<file path="src/rtl/ebr_pkg.sv">
package ebr_pkg;
  // Release sequencing states
  typedef enum logic [2:0] {
    ST_OWN     = 3'd0,  // local master owns the bus
    ST_PRECHG  = 3'd1,  // waiting for precharge-all to finish
    ST_QUIET   = 3'd2,  // strobes parked inactive, pads still driven
    ST_FLOAT   = 3'd3,  // pads floated, acknowledge active
    ST_UNACK   = 3'd4,  // acknowledge dropped, pads still floated
    ST_REDRIVE = 3'd5   // pads driven again with inactive strobes
  } yield_state_e;
endpackage

</file>
<file path="src/rtl/ebr_req_sync.sv">
module ebr_req_sync #(
  parameter int STAGES = 2
) (
  input  logic clk,
  input  logic rst,
  input  logic req_n_async,
  output logic req_seen
);
  logic [STAGES-1:0] chain;

  generate
    if (STAGES == 1) begin : g_single
      always_ff @(posedge clk) begin
        if (rst) chain <= 1'b1;
        else     chain <= req_n_async;
      end
    end else begin : g_multi
      always_ff @(posedge clk) begin
        if (rst) chain <= '1;
        else     chain <= {chain[STAGES-2:0], req_n_async};
      end
    end
  endgenerate

  assign req_seen = ~chain[STAGES-1];
endmodule

</file>
<file path="src/rtl/ebr_fsm.sv">
module ebr_fsm
  import ebr_pkg::*;
#(
  parameter int NUM_LOCK = 6
) (
  input  logic                clk,
  input  logic                rst,
  input  logic                req_seen,
  input  logic                cyc_busy,
  input  logic [NUM_LOCK-1:0] lock_vec,
  input  logic                sw_lock,
  input  logic                dma_burst,
  input  logic                dma_yield_en,
  input  logic                bank_open,
  input  logic                pall_done,
  output yield_state_e        state_q,
  output yield_state_e        state_d
);
  logic blocked;
  logic boundary;

  // Any atomic sequence, the software lock, or a DMA burst without permission
  assign blocked  = (|lock_vec) | sw_lock | (dma_burst & ~dma_yield_en);
  assign boundary = req_seen & ~cyc_busy & ~blocked;

  always_comb begin
    state_d = state_q;
    unique case (state_q)
      ST_OWN: begin
        if (boundary) state_d = bank_open ? ST_PRECHG : ST_QUIET;
      end
      ST_PRECHG: begin
        if (pall_done) state_d = req_seen ? ST_QUIET : ST_OWN;
      end
      ST_QUIET: begin
        state_d = req_seen ? ST_FLOAT : ST_OWN;
      end
      ST_FLOAT: begin
        if (!req_seen) state_d = ST_UNACK;
      end
      ST_UNACK:   state_d = ST_REDRIVE;
      ST_REDRIVE: state_d = ST_OWN;
      default:    state_d = ST_OWN;
    endcase
  end

  always_ff @(posedge clk) begin
    if (rst) state_q <= ST_OWN;
    else     state_q <= state_d;
  end
endmodule

</file>
<file path="src/rtl/ebr_pad_ctl.sv">
module ebr_pad_ctl
  import ebr_pkg::*;
(
  input  logic         clk,
  input  logic         rst,
  input  yield_state_e state_q,
  input  yield_state_e state_d,
  output logic         local_grant,
  output logic         pall_req,
  output logic         strobe_idle,
  output logic         bus_float,
  output logic         ack_n
);
  // Rising-edge registered controls, decoded from the next state
  always_ff @(posedge clk) begin
    if (rst) begin
      local_grant <= 1'b1;
      pall_req    <= 1'b0;
      strobe_idle <= 1'b0;
      bus_float   <= 1'b0;
    end else begin
      local_grant <= (state_d == ST_OWN);
      pall_req    <= (state_d == ST_PRECHG);
      strobe_idle <= (state_d inside {ST_QUIET, ST_FLOAT, ST_UNACK, ST_REDRIVE});
      bus_float   <= (state_d inside {ST_FLOAT, ST_UNACK});
    end
  end

  // Acknowledge moves half a cycle after the pads, on the falling edge
  always_ff @(negedge clk) begin
    if (rst) ack_n <= 1'b1;
    else     ack_n <= (state_q != ST_FLOAT);
  end
endmodule

</file>
<file path="src/rtl/ext_bus_yield.sv">
module ext_bus_yield #(
  parameter int NUM_LOCK    = 6,
  parameter int SYNC_STAGES = 2
) (
  input  logic                clk,
  input  logic                rst,
  input  logic                ext_req_n,
  input  logic                cyc_busy,
  input  logic [NUM_LOCK-1:0] lock_vec,
  input  logic                sw_lock,
  input  logic                dma_burst,
  input  logic                dma_yield_en,
  input  logic                bank_open,
  input  logic                pall_done,
  output logic                pall_req,
  output logic                local_grant,
  output logic                strobe_idle,
  output logic                bus_float,
  output logic                ext_ack_n
);
  import ebr_pkg::*;

  logic         req_seen;
  yield_state_e st_q;
  yield_state_e st_d;

  ebr_req_sync #(.STAGES(SYNC_STAGES)) u_sync (
    .clk        (clk),
    .rst        (rst),
    .req_n_async(ext_req_n),
    .req_seen   (req_seen)
  );

  ebr_fsm #(.NUM_LOCK(NUM_LOCK)) u_fsm (
    .clk         (clk),
    .rst         (rst),
    .req_seen    (req_seen),
    .cyc_busy    (cyc_busy),
    .lock_vec    (lock_vec),
    .sw_lock     (sw_lock),
    .dma_burst   (dma_burst),
    .dma_yield_en(dma_yield_en),
    .bank_open   (bank_open),
    .pall_done   (pall_done),
    .state_q     (st_q),
    .state_d     (st_d)
  );

  ebr_pad_ctl u_pad (
    .clk        (clk),
    .rst        (rst),
    .state_q    (st_q),
    .state_d    (st_d),
    .local_grant(local_grant),
    .pall_req   (pall_req),
    .strobe_idle(strobe_idle),
    .bus_float  (bus_float),
    .ack_n      (ext_ack_n)
  );
endmodule

</file>
<file path="config.mk">
export PLATFORM = sky130hd
export DESIGN_NAME = ext_bus_yield
export DESIGN_NICKNAME = d
export VERILOG_FILES = /design/src/rtl/ebr_pkg.sv /design/src/rtl/ebr_req_sync.sv /design/src/rtl/ebr_fsm.sv /design/src/rtl/ebr_pad_ctl.sv /design/src/rtl/ext_bus_yield.sv
export SDC_FILE = /design/constraint.sdc
export NUM_CORES = 1
export LEC_CHECK = 0
export ABC_AREA = 1
export BUFFER_PORTS_ARGS = -buffer_cell sky130_fd_sc_hd__buf_2
export CAP_MARGIN = 10
export CELL_PAD_IN_SITES_DETAIL_PLACEMENT = 2
export CELL_PAD_IN_SITES_GLOBAL_PLACEMENT = 2
export CORE_MARGIN = 1
export CORE_UTILIZATION = 20
export DETAILED_ROUTE_END_ITERATION = 10
export PLACE_DENSITY = 0.73
export SLEW_MARGIN = 20
export SYNTH_ARGS = -nofsm -noshare
export SYNTH_HDL_FRONTEND = slang
export SYNTH_SLANG_ARGS = --single-unit
</file>
<file path="constraint.sdc">
create_clock -name clk -period 0.91 [get_ports clk]
set_input_delay 0.1365 -clock clk [delete_from_list [all_inputs] [get_ports clk]]
set_output_delay 0.1365 -clock clk [all_outputs]
set_load 0.03 [all_outputs]
</file>
# Word-level counts from Yosys, hierarchy flattened

Cells that the tools add are included.

Bits in registers: 10
Output and inout port bits: 5

Eq/ne operators: 10
Muxes and demuxes: 7
Bitwise operators: 9
Reductions and logical operators: 5

Operators by type and width:

| cell                 | count |
|---|---|
| $pmux W3 S5          | 1 |
| $eq A3 B2 Y1 const B | 4 |
| $eq A3 B3 Y1 const B | 3 |
| $mux W3              | 3 |
| $eq A3 B1 Y1 const B | 2 |
| $logic_not A3 Y1     | 2 |
| $mux W2              | 3 |
| $reduce_or A6 Y1     | 1 |
| $not A1 Y1           | 4 |
| $reduce_bool A4 Y1   | 1 |
| $and A1 B1 Y1        | 3 |
| $ne A3 B2 Y1 const B | 1 |
| $or A1 B1 Y1         | 2 |
| $reduce_bool A2 Y1   | 1 |

# Depth between registers and ports, before layout

Depth after elaboration: 9
Mapped depth: 8
Mapped depth without buffers: 8

# Cells and area by module

From an unflattened synthesis, not the netlist that was laid out.

Cell total of the unflattened synthesis: 88
Area, all modules: 518.0 µm²

Modules (own cells, without submodules):

| module       | instances | cells an instance | area an instance (µm²) | seq. area each (µm²) |
|---|---|---|---|---|
| ebr_fsm      | 1         | 56                | 277.8                  | 60.1 |
| ebr_pad_ctl  | 1         | 24                | 177.7                  | 100.1 |
| ebr_req_sync | 1         | 8                 | 62.6                   | 40.0 |

==> flow_summary.toml <==
[status]
status = "complete, but fails checks"
failed_checks = "setup timing"

[synthesis]
syn-num-nets = 80
syn_inst = 65
ys_seq_elements = 10
ys_seq_area_frac = 0.437
syn_avg_cell_area_um2 = 7.05
yosysWarningCount = 0
synth_area_um2 = 458
yosysUniqueCellTypes = 15

[sta]
rsz0062_at_grt = "true"
finalSetupViolations = 9
worst_pin_slew_ps = 197
finalSetupTns_ps = -1600
fin_ws_ps = -451
hold_viol_final = 0
finalClockSkew_ps = 55.5
slew_headroom = 0.868
report.final.slew_viol_count = 0

[place]
gp_congestion = 0.749
pre_cts_slack_ps = -236
dp_hpwl_um = 1030
portBuffers = 19
place_inst = 115

[cts]
cts-root-buf = "clkbuf_4"
cts-htree-levels = 1
clk_pin_slew_ps = 70
clkSinkCount = 10
clock_path_buffers = 2
cts_hold_buf = 0
cts_made_buffers = 3
cts_tree = "done"
clk_latency_ps = 320

[drt]
wl_per_cell_um = 11.0
ant_nets = 0
drtIter0Drc = 2
via_count = 495
viasPerCell = 4.09
firstDrtPassIters = 2
drc_errors = 0
drt_wl_total_um = 1330

[job]
maxCapViolCount = 0

[floorplanning]
core_um2 = 2060
initial_core_util = 0.222
die_x_um = 49.9
die_h_um = 49.9
die_area_um2 = 2490
io_pins = 20
rows = 16

[power]
powerDensity_nw_per_um2 = 1170
ir_drop_uv = 1060
finalPower_uw = 847
leakage_uw = 0.000372

[worst_setup_path]
crit_family = "flip-flops"
worstSetupPathType = "flip-flop to primary output"
start_kind = "flip-flop"
crit_required_ps = 770
path_cells = "buf_6"
critPathArrivalTime_ps = 1220
path_buf_inv = 1
cpMaxStageDelayCell = "dfxtp_4"
worstPathMaxFanout = 1
end_kind = "primary output"
cpPeakStageDelay_ps = 320

[final_layout]
layout.cells.non_filler = 121
synthToLayoutAreaGrowth_pct = 58.5
layout_common_cells = "14 x buf_2, 12 x inv_1, 12 x nor2_1"
diodes = 0
fin_nets = 110
drive_gt1_frac = 0.553
mostFrequentLayoutCell = "buf_2"

[global_routing]
grt_pass1_wl_um = 2320
gr-total-overflow = 0
antenna_found_initial = 0
first_global_vias = 546
grt_max_degree = 7
grt_use_total = 0.124

[min_path]
worstHoldPathType = "primary input to flip-flop"
## flip-flops by register name, summed over array words and instances (netlist names)
signal             flops
u_pad.pall_req         1
u_pad.ack_n            1
u_pad.bus_float        1
u_pad.local_grant      1
u_pad.strobe_idle      1
u_fsm.state_q          3
u_sync.chain           2
## logic make-up (layout without fill, tap and decap cells)
family / after synthesis / count (layout) / share of synthesized area
AOI/OAI and AO/OA: 4 / 4 / 0.0437
buffers and inverters: 14 / 43 / 0.115
DFF: 10 / 10 / 0.437
and+or+nand+nor: 37 / 37 / 0.404
## cells in the mapped netlist (all sizes together)
cell	n	share of area
dfxtp	10	0.44
nor2	18	0.16
inv	14	0.11
o21ai	3	0.033
nand3	6	0.098
nor3	1	0.022
a21oi	1	0.011
nand4	1	0.014
nand2	9	0.079
or2	2	0.027
## cell type report
type	instances	area, um^2
clock buffers	4	26.3
clock inverters	1	3.75
fillers	258	1340
inverters	13	51.3
multi-input cells	41	241
flip-flops and latches	10	209
well taps	27	33.8
repair buffers	25	160
## timing repair
item / 4_1_cts / 5_1_grt
setup endpoints to repair: 9 / 13
buffers inserted: 2 / 0
resized for setup: 8 / 14
endpoints found under the hold margin: 0 / 0
pin swaps: 2 / 0
## path summary, 6_finish.rpt
check,start,endpoint,slack [ps],cells after the start
min reg2reg,u_sync.chain[0]$_SDFF_PP1_,u_sync.chain[1]$_SDFF_PP1_,420,1
min,ext_req_n,u_sync.chain[0]$_SDFF_PP1_,50,2
max,u_pad.ack_n$_SDFF_NP1_,ext_ack_n,-450,1
max reg2reg,u_fsm.state_q[1]$_SDFF_PP0_,u_pad.local_grant$_SDFF_PP1_,-250,8
## per-layer routing
layer / vias up / track usage / share of wire
met5: - / 0 / 0
met4: 0 / 0.0286 / 0
met3: 0 / 0.0278 / 0.023
met2: 8 / 0.225 / 0.56
met1: 235 / 0.144 / 0.42
li1: 252 / - / -
## power by group
group / total, uW / switching [uW] / internal (uW)
logic: 66.5 / 30.0 / 36.5
registers: 442 / 3.18 / 439
clock network: 338 / 162 / 175
total: 847 / 195 / 651
## metrics by stage
| stage | utilization | hold slack, ps | cell area [um^2] |
|---|---|---|---|
| floorplan | - | 198 | 465 |
| global placement | 0.303 | 320 | 624 |
| detailed placement | 0.303 | 324 | 624 |
| CTS | 0.336 | 44.0 | 693 |
| global route | 0.352 | 53.6 | 726 |
| finish | 0.352 | 46.8 | 726 |
Power figures use the tool's default switching activity.
